### config.mk
export PLATFORM = sky130hd
export DESIGN_NAME = tri_level_stepper
export DESIGN_NICKNAME = d
export VERILOG_FILES = /design/src/rtl/tls_pkg.sv /design/src/rtl/tls_sync.sv /design/src/rtl/tls_qualifier.sv /design/src/rtl/tls_sat_counter.sv /design/src/rtl/tri_level_stepper.sv
export SDC_FILE = /design/constraint.sdc
export NUM_CORES = 1
export LEC_CHECK = 0
export BUFFER_PORTS_ARGS = -buffer_cell sky130_fd_sc_hd__buf_2
export CAP_MARGIN = 0
export CORE_MARGIN = 4
export CORE_UTILIZATION = 30
export CTS_CLUSTER_DIAMETER = 120
export CTS_CLUSTER_SIZE = 14
export DETAILED_ROUTE_END_ITERATION = 8
export GPL_TIMING_DRIVEN = 0
export PLACE_DENSITY = 0.53
export SLEW_MARGIN = 15
export SYNTH_ARGS = -nofsm -noshare
export SYNTH_HDL_FRONTEND = slang
export SYNTH_SLANG_ARGS = --single-unit
### constraint.sdc
create_clock -name clk -period 2.9 [get_ports clk]
set_clock_uncertainty 0.05 [all_clocks]
set_input_delay 0.87 -clock clk [delete_from_list [all_inputs] [get_ports clk]]
set_output_delay 0.87 -clock clk [all_outputs]
set_load 0.01 [all_outputs]
### src/rtl/tls_pkg.sv
// Shared types for the three-level step counter.
// Assumes: the comparator flags have been synchronized before they are decoded.
package tls_pkg;
    typedef enum logic [1:0] {
        LVL_MID  = 2'd0,
        LVL_LOW  = 2'd1,
        LVL_HIGH = 2'd2
    } level_t;

    typedef enum logic [1:0] {
        Q_REST   = 2'd0,  // counting rest cycles at mid
        Q_ARMED  = 2'd1,  // rest satisfied, waiting for an excursion
        Q_TIMING = 2'd2,  // timing an excursion
        Q_SPENT  = 2'd3   // excursion stepped, waiting for mid
    } qstate_t;
endpackage

### src/rtl/tls_sync.sv
// Multi-stage synchronizer, one lane per bit.
// Assumes: STAGES >= 2. Every lane resets to 0, which reads as the idle level.
module tls_sync #(
    parameter int WIDTH  = 2,
    parameter int STAGES = 2
) (
    input  logic             clk,
    input  logic             rst_n,
    input  logic [WIDTH-1:0] d,
    output logic [WIDTH-1:0] q
);
    generate
        for (genvar b = 0; b < WIDTH; b++) begin : g_lane
            logic [STAGES-1:0] shreg;
            // Shift the asynchronous bit through the stage chain.
            always_ff @(posedge clk) begin
                if (!rst_n) shreg <= '0;
                else        shreg <= {shreg[STAGES-2:0], d[b]};
            end
            assign q[b] = shreg[STAGES-1];
        end
    endgenerate
endmodule

### src/rtl/tls_qualifier.sv
// Times excursions of the synchronized line. It raises `fire` for one cycle on
// the QUAL_CYC-th cycle of an excursion that followed GAP_CYC+1 rest cycles.
// Assumes: QUAL_CYC >= 2 and GAP_CYC >= 1. Both flags high decodes as mid.
module tls_qualifier
    import tls_pkg::*;
#(
    parameter int QUAL_CYC = 10,
    parameter int GAP_CYC  = 4
) (
    input  logic clk,
    input  logic rst_n,
    input  logic hi,
    input  logic lo,
    output logic fire,
    output logic fire_up
);
    localparam int RUN_W = $clog2(QUAL_CYC + 1);
    localparam int GAP_W = $clog2(GAP_CYC + 1);

    level_t           lvl;
    level_t           dir;
    qstate_t          state;
    logic [RUN_W-1:0] run_cnt;
    logic [GAP_W-1:0] gap_cnt;

    // Decode the two flags into one line level.
    always_comb begin
        if (hi && !lo)      lvl = LVL_HIGH;
        else if (lo && !hi) lvl = LVL_LOW;
        else                lvl = LVL_MID;
    end

    // Fire on the cycle the excursion reaches the qualification width.
    always_comb begin
        fire    = (state == Q_TIMING) && (lvl == dir) &&
                  (run_cnt == RUN_W'(QUAL_CYC - 1));
        fire_up = (dir == LVL_LOW);
    end

    // Rest, arm, time and spend sequence.
    always_ff @(posedge clk) begin
        if (!rst_n) begin
            state   <= Q_REST;
            dir     <= LVL_MID;
            run_cnt <= '0;
            gap_cnt <= '0;
        end else begin
            unique case (state)
                Q_REST: begin
                    if (lvl != LVL_MID) begin
                        gap_cnt <= '0;
                    end else if (gap_cnt == GAP_W'(GAP_CYC - 1)) begin
                        gap_cnt <= '0;
                        state   <= Q_ARMED;
                    end else begin
                        gap_cnt <= gap_cnt + 1'b1;
                    end
                end
                Q_ARMED: begin
                    if (lvl != LVL_MID) begin
                        dir     <= lvl;
                        run_cnt <= RUN_W'(1);
                        state   <= Q_TIMING;
                    end
                end
                Q_TIMING: begin
                    if (lvl != dir) begin
                        gap_cnt <= '0;
                        state   <= Q_REST;
                    end else if (run_cnt == RUN_W'(QUAL_CYC - 1)) begin
                        state   <= Q_SPENT;
                    end else begin
                        run_cnt <= run_cnt + 1'b1;
                    end
                end
                Q_SPENT: begin
                    if (lvl == LVL_MID) begin
                        gap_cnt <= '0;
                        state   <= Q_REST;
                    end
                end
                default: state <= Q_REST;
            endcase
        end
    end
endmodule

### src/rtl/tls_sat_counter.sv
// Saturating up/down register with a synchronous load that wins over steps.
// Assumes: inc and dec are never high together.
module tls_sat_counter #(
    parameter int W         = 7,
    parameter int RESET_VAL = 64
) (
    input  logic         clk,
    input  logic         rst_n,
    input  logic         load,
    input  logic [W-1:0] load_val,
    input  logic         inc,
    input  logic         dec,
    output logic [W-1:0] q
);
    localparam logic [W-1:0] TOP = '1;

    // Load first, then clamped increment or decrement.
    always_ff @(posedge clk) begin
        if (!rst_n)                  q <= W'(RESET_VAL);
        else if (load)               q <= load_val;
        else if (inc && q != TOP)    q <= q + 1'b1;
        else if (dec && q != '0)     q <= q - 1'b1;
    end
endmodule

### src/rtl/tri_level_stepper.sv
// Top level: synchronizes the comparator flags, qualifies excursions, discards
// the first qualified excursion after power-up and steps a saturating code.
// Assumes: enable, power_up, load_en and load_val are synchronous to clk.
module tri_level_stepper #(
    parameter int CODE_W      = 7,
    parameter int REJECT_CYC  = 4,
    parameter int ACCEPT_CYC  = 16,
    parameter int GAP_CYC     = 4,
    parameter int SYNC_STAGES = 2
) (
    input  logic              clk,
    input  logic              rst_n,
    input  logic              enable,
    input  logic              power_up,
    input  logic              above_hi,
    input  logic              below_lo,
    input  logic              load_en,
    input  logic [CODE_W-1:0] load_val,
    output logic [CODE_W-1:0] code
);
    localparam int QUAL_CYC = (REJECT_CYC + ACCEPT_CYC) / 2;
    localparam int MID_CODE = 1 << (CODE_W - 1);

    logic [1:0] flags_s;
    logic       fire;
    logic       fire_up;
    logic       first_pending;
    logic       accept;
    logic       step_up;
    logic       step_dn;

    tls_sync #(.WIDTH(2), .STAGES(SYNC_STAGES)) u_sync (
        .clk   (clk),
        .rst_n (rst_n),
        .d     ({above_hi, below_lo}),
        .q     (flags_s)
    );

    tls_qualifier #(.QUAL_CYC(QUAL_CYC), .GAP_CYC(GAP_CYC)) u_qual (
        .clk     (clk),
        .rst_n   (rst_n),
        .hi      (flags_s[1]),
        .lo      (flags_s[0]),
        .fire    (fire),
        .fire_up (fire_up)
    );

    // Track whether the next enabled qualified excursion must be discarded.
    always_ff @(posedge clk) begin
        if (!rst_n)              first_pending <= 1'b1;
        else if (power_up)       first_pending <= 1'b1;
        else if (fire && enable) first_pending <= 1'b0;
    end

    // Gate qualified excursions into step commands.
    always_comb begin
        accept  = fire && enable && !first_pending;
        step_up = accept && fire_up;
        step_dn = accept && !fire_up;
    end

    tls_sat_counter #(.W(CODE_W), .RESET_VAL(MID_CODE)) u_cnt (
        .clk      (clk),
        .rst_n    (rst_n),
        .load     (load_en),
        .load_val (load_val),
        .inc      (step_up),
        .dec      (step_dn),
        .q        (code)
    );
endmodule

==> metrics.yaml <==
max_freq_mhz: 368
htreeDepth: 1
placed_area_um2: 1570
status: "completed"
p_per_area_nw_per_um2: 404
ys_top_cells_by_count: "dfxtp_1 (23), ha_1 (10), nand2_1 (10), nor2_1 (10)"
final_cells: 234
final_area_um2: 1680
post-place-ws_ns: -0.310
cp_max_fo: 6
synth_seq_cells: 23
start_kind: "register"
dp_cells: 228
syn2layout_area_growth_pct: 19.4
crit_required_ns: 3.05
drc: 0
num_antenna_cells: 0
grt_antenna_before_repair: 0
clockBufferDepth: 2
root_buffer: "clkbuf_8"
drv_slew: 0
synth_flop_cell: "dfxtp_1"
fin_hold_ws_ns: 0.385
setup_viol: 0
seq_area_frac_synth_pct: 32.8
start_util_pct: 31.6
pin_count: 21
path_cells: "inv_1 > ha_1 > xor2_2 > nor3_2 > nand4_1 > buf_6 > fa_1 > a211oi_2 > o21a_1 > o211ai_1 > and4_1 > nor3_1"
worst_pin_slew_ns: 0.442
relSlewSlack_pct: 70.5
max_stage_delay_ns: 0.43
via_count: 1211
synthesis.area_um2: 1400
synth_compound_area_share_pct: 19.3
cts.sinks: 23
drv_cap: 0
synth_top_family_by_area: "simple AND/OR/NAND/NOR gates"
synth_xor_area_share_pct: 5.62
antenna_left: 0
post-synth-top-area-fraction_pct: 32.8
fin_crit_sh_pct: 93.6
grt_pass1_vias: 1228
port_buffers: 20
fin_nets: 208
core_um2: 4440
rr_worst_depth: 12
tritoncts: "built"
synth_top_cell_by_area: "dfxtp_1"
drtIter0Drc: 34
synth.area.top_cells: "dfxtp_1 (33%), ha_1 (8.9%), mux2i_1 (5.0%)"
clk_pin_slew_worst_paths_ns: 0.08
post-route-min-period_ns: 2.71
gp_congestion: 0.774
yosys_warnings: 0
synthMuxAreaShare_pct: 5.00
peakVddDrop_uv: 154
dr.pass1.iters: 4
crit_path_end_kind: "register"
grt_use_total_pct: 11.0
synth_cell_types: 44
grt_first_pass_wirelength_um: 5350
die_area_um2: 5830
synth-simple-area-share_pct: 22.9
yosysMostFrequentCell: "dfxtp_1"
min_path_type: "register to register"
rsz0062_at_grt: "true"
cp_data_arrival_time_ns: 2.86
clock_latency_ns: 0.27
crit_slowest_cell: "fa_1"
avgSynthCellArea_um2: 8.99
die_w_um: 76.4
numCtsBuffers: 3
setup_slack_ns: 0.185
synthArstFlopShare_pct: 0
grt_max_degree: 13
synth_edf_count: 0
syn_inst: 156
avgRoutedWirePerCell_um: 13.4
overflow: 0
fin_util_pct: 37.7
wl_um: 3150
critPathKind: "register to register"
hold_viol: 0
leakage_nw: 0.671
drive_gt1_share_pct: 20.3
place_hpwl_um: 2430
syn-num-nets: 181
vias_per_cell: 5.18
holdPathStages: 1
row_count: 24
fp.dieH_um: 76.4
synthAdderAreaFrac_pct: 10.3
worst paths after layout:
path                                           startpoint                         to  slack [ns]
worst min-delay path            u_sync.g_lane[1].shreg[0]  u_sync.g_lane[1].shreg[1]        0.39
worst max register to register  u_sync.g_lane[1].shreg[1]                 u_cnt.q[6]        0.19
worst max-delay path            u_sync.g_lane[1].shreg[1]                 u_cnt.q[6]        0.19
worst min register to register  u_sync.g_lane[1].shreg[0]  u_sync.g_lane[1].shreg[1]        0.39
cells by family after synthesis:
family                   Yosys count
buffers and inverters             13
multiplexers                       7
adder cells (fa/ha/maj)           11
XOR/XNOR                           9
AND/OR/NAND/NOR                   54
AO/OA/AOI/OAI                     39
flip-flops                        23
critical path, delay by kind of cell (launching register included):
kind | cells | cell delay (ns)
fa+ha+maj | 2 | 0.64
xor+xnor | 1 | 0.19
buf+inv | 2 | 0.22
compound gates | 3 | 0.49
flops | 1 | 0.34
simple gates | 4 | 0.74
layer usage:
layer  share of wire [%]  wire [um]  vias to the layer above  track usage [%]
met5                   0          0                        -                0
met1                  41       1290                      570             12.0
met4                0.54         17                        0             3.08
li1                    -          -                      611                -
met3                 5.9        186                        2             3.90
met2                  52       1650                       28             20.1
stage by stage:
step                      total power, W  TNS [ns]
final                           0.000677         0
after global routing            0.000719    -0.150
after CTS                       0.000679         0
after detailed placement        0.000474    -0.660
after global placement          0.000468    -0.431
after floorplan                 0.000436         0
cells in the final DEF, fill, tap and decap left out, types with 3 or more instances in the layout:
master,n
ha_1,8
clkbuf_1,4
nor3_1,4
nand2_1,10
and2_1,5
nand3_1,3
nor2b_1,4
nor2_1,10
xnor2_1,3
mux2i_1,7
o21a_1,3
buf_2,20
inv_1,9
xor2_1,5
o21ai_0,9
a21oi_1,8
clkbuf_8,3
dfxtp_1,23
layout make-up:
class / instances / area, um2
plain buffers: 4 / 22.5
clock buffers: 4 / 45.0
fillers: 464 / 2770
inverters: 9 / 33.8
multi-input cells: 120 / 930
flip-flops and latches: 23 / 460
well taps: 52 / 65.1
repair buffers: 22 / 119
what timing repair did:
action                     in CTS  in global routing
gates resized for setup         0                  6
buffers inserted                2                  0
hold buffers                    0                  0
setup endpoints to repair       3                  2
pin swaps                       2                  3
report_power, final:
part           total (W)  internal [W]  switching, W
Clock           0.000203     0.0000982      0.000105
Combinational   0.000128     0.0000637     0.0000640
Sequential      0.000347      0.000330     0.0000166
Total           0.000677      0.000492      0.000185
flip-flops by register name, indices dropped and copies added (netlist names):
register	flops
u_qual.gap_cnt	3
u_qual.run_cnt	4
u_sync.g_lane.shreg	4
first_pending	1
u_cnt.q	7
u_qual.state	2
u_qual.dir	2
Note: power is estimated with default switching activity, not from simulation.
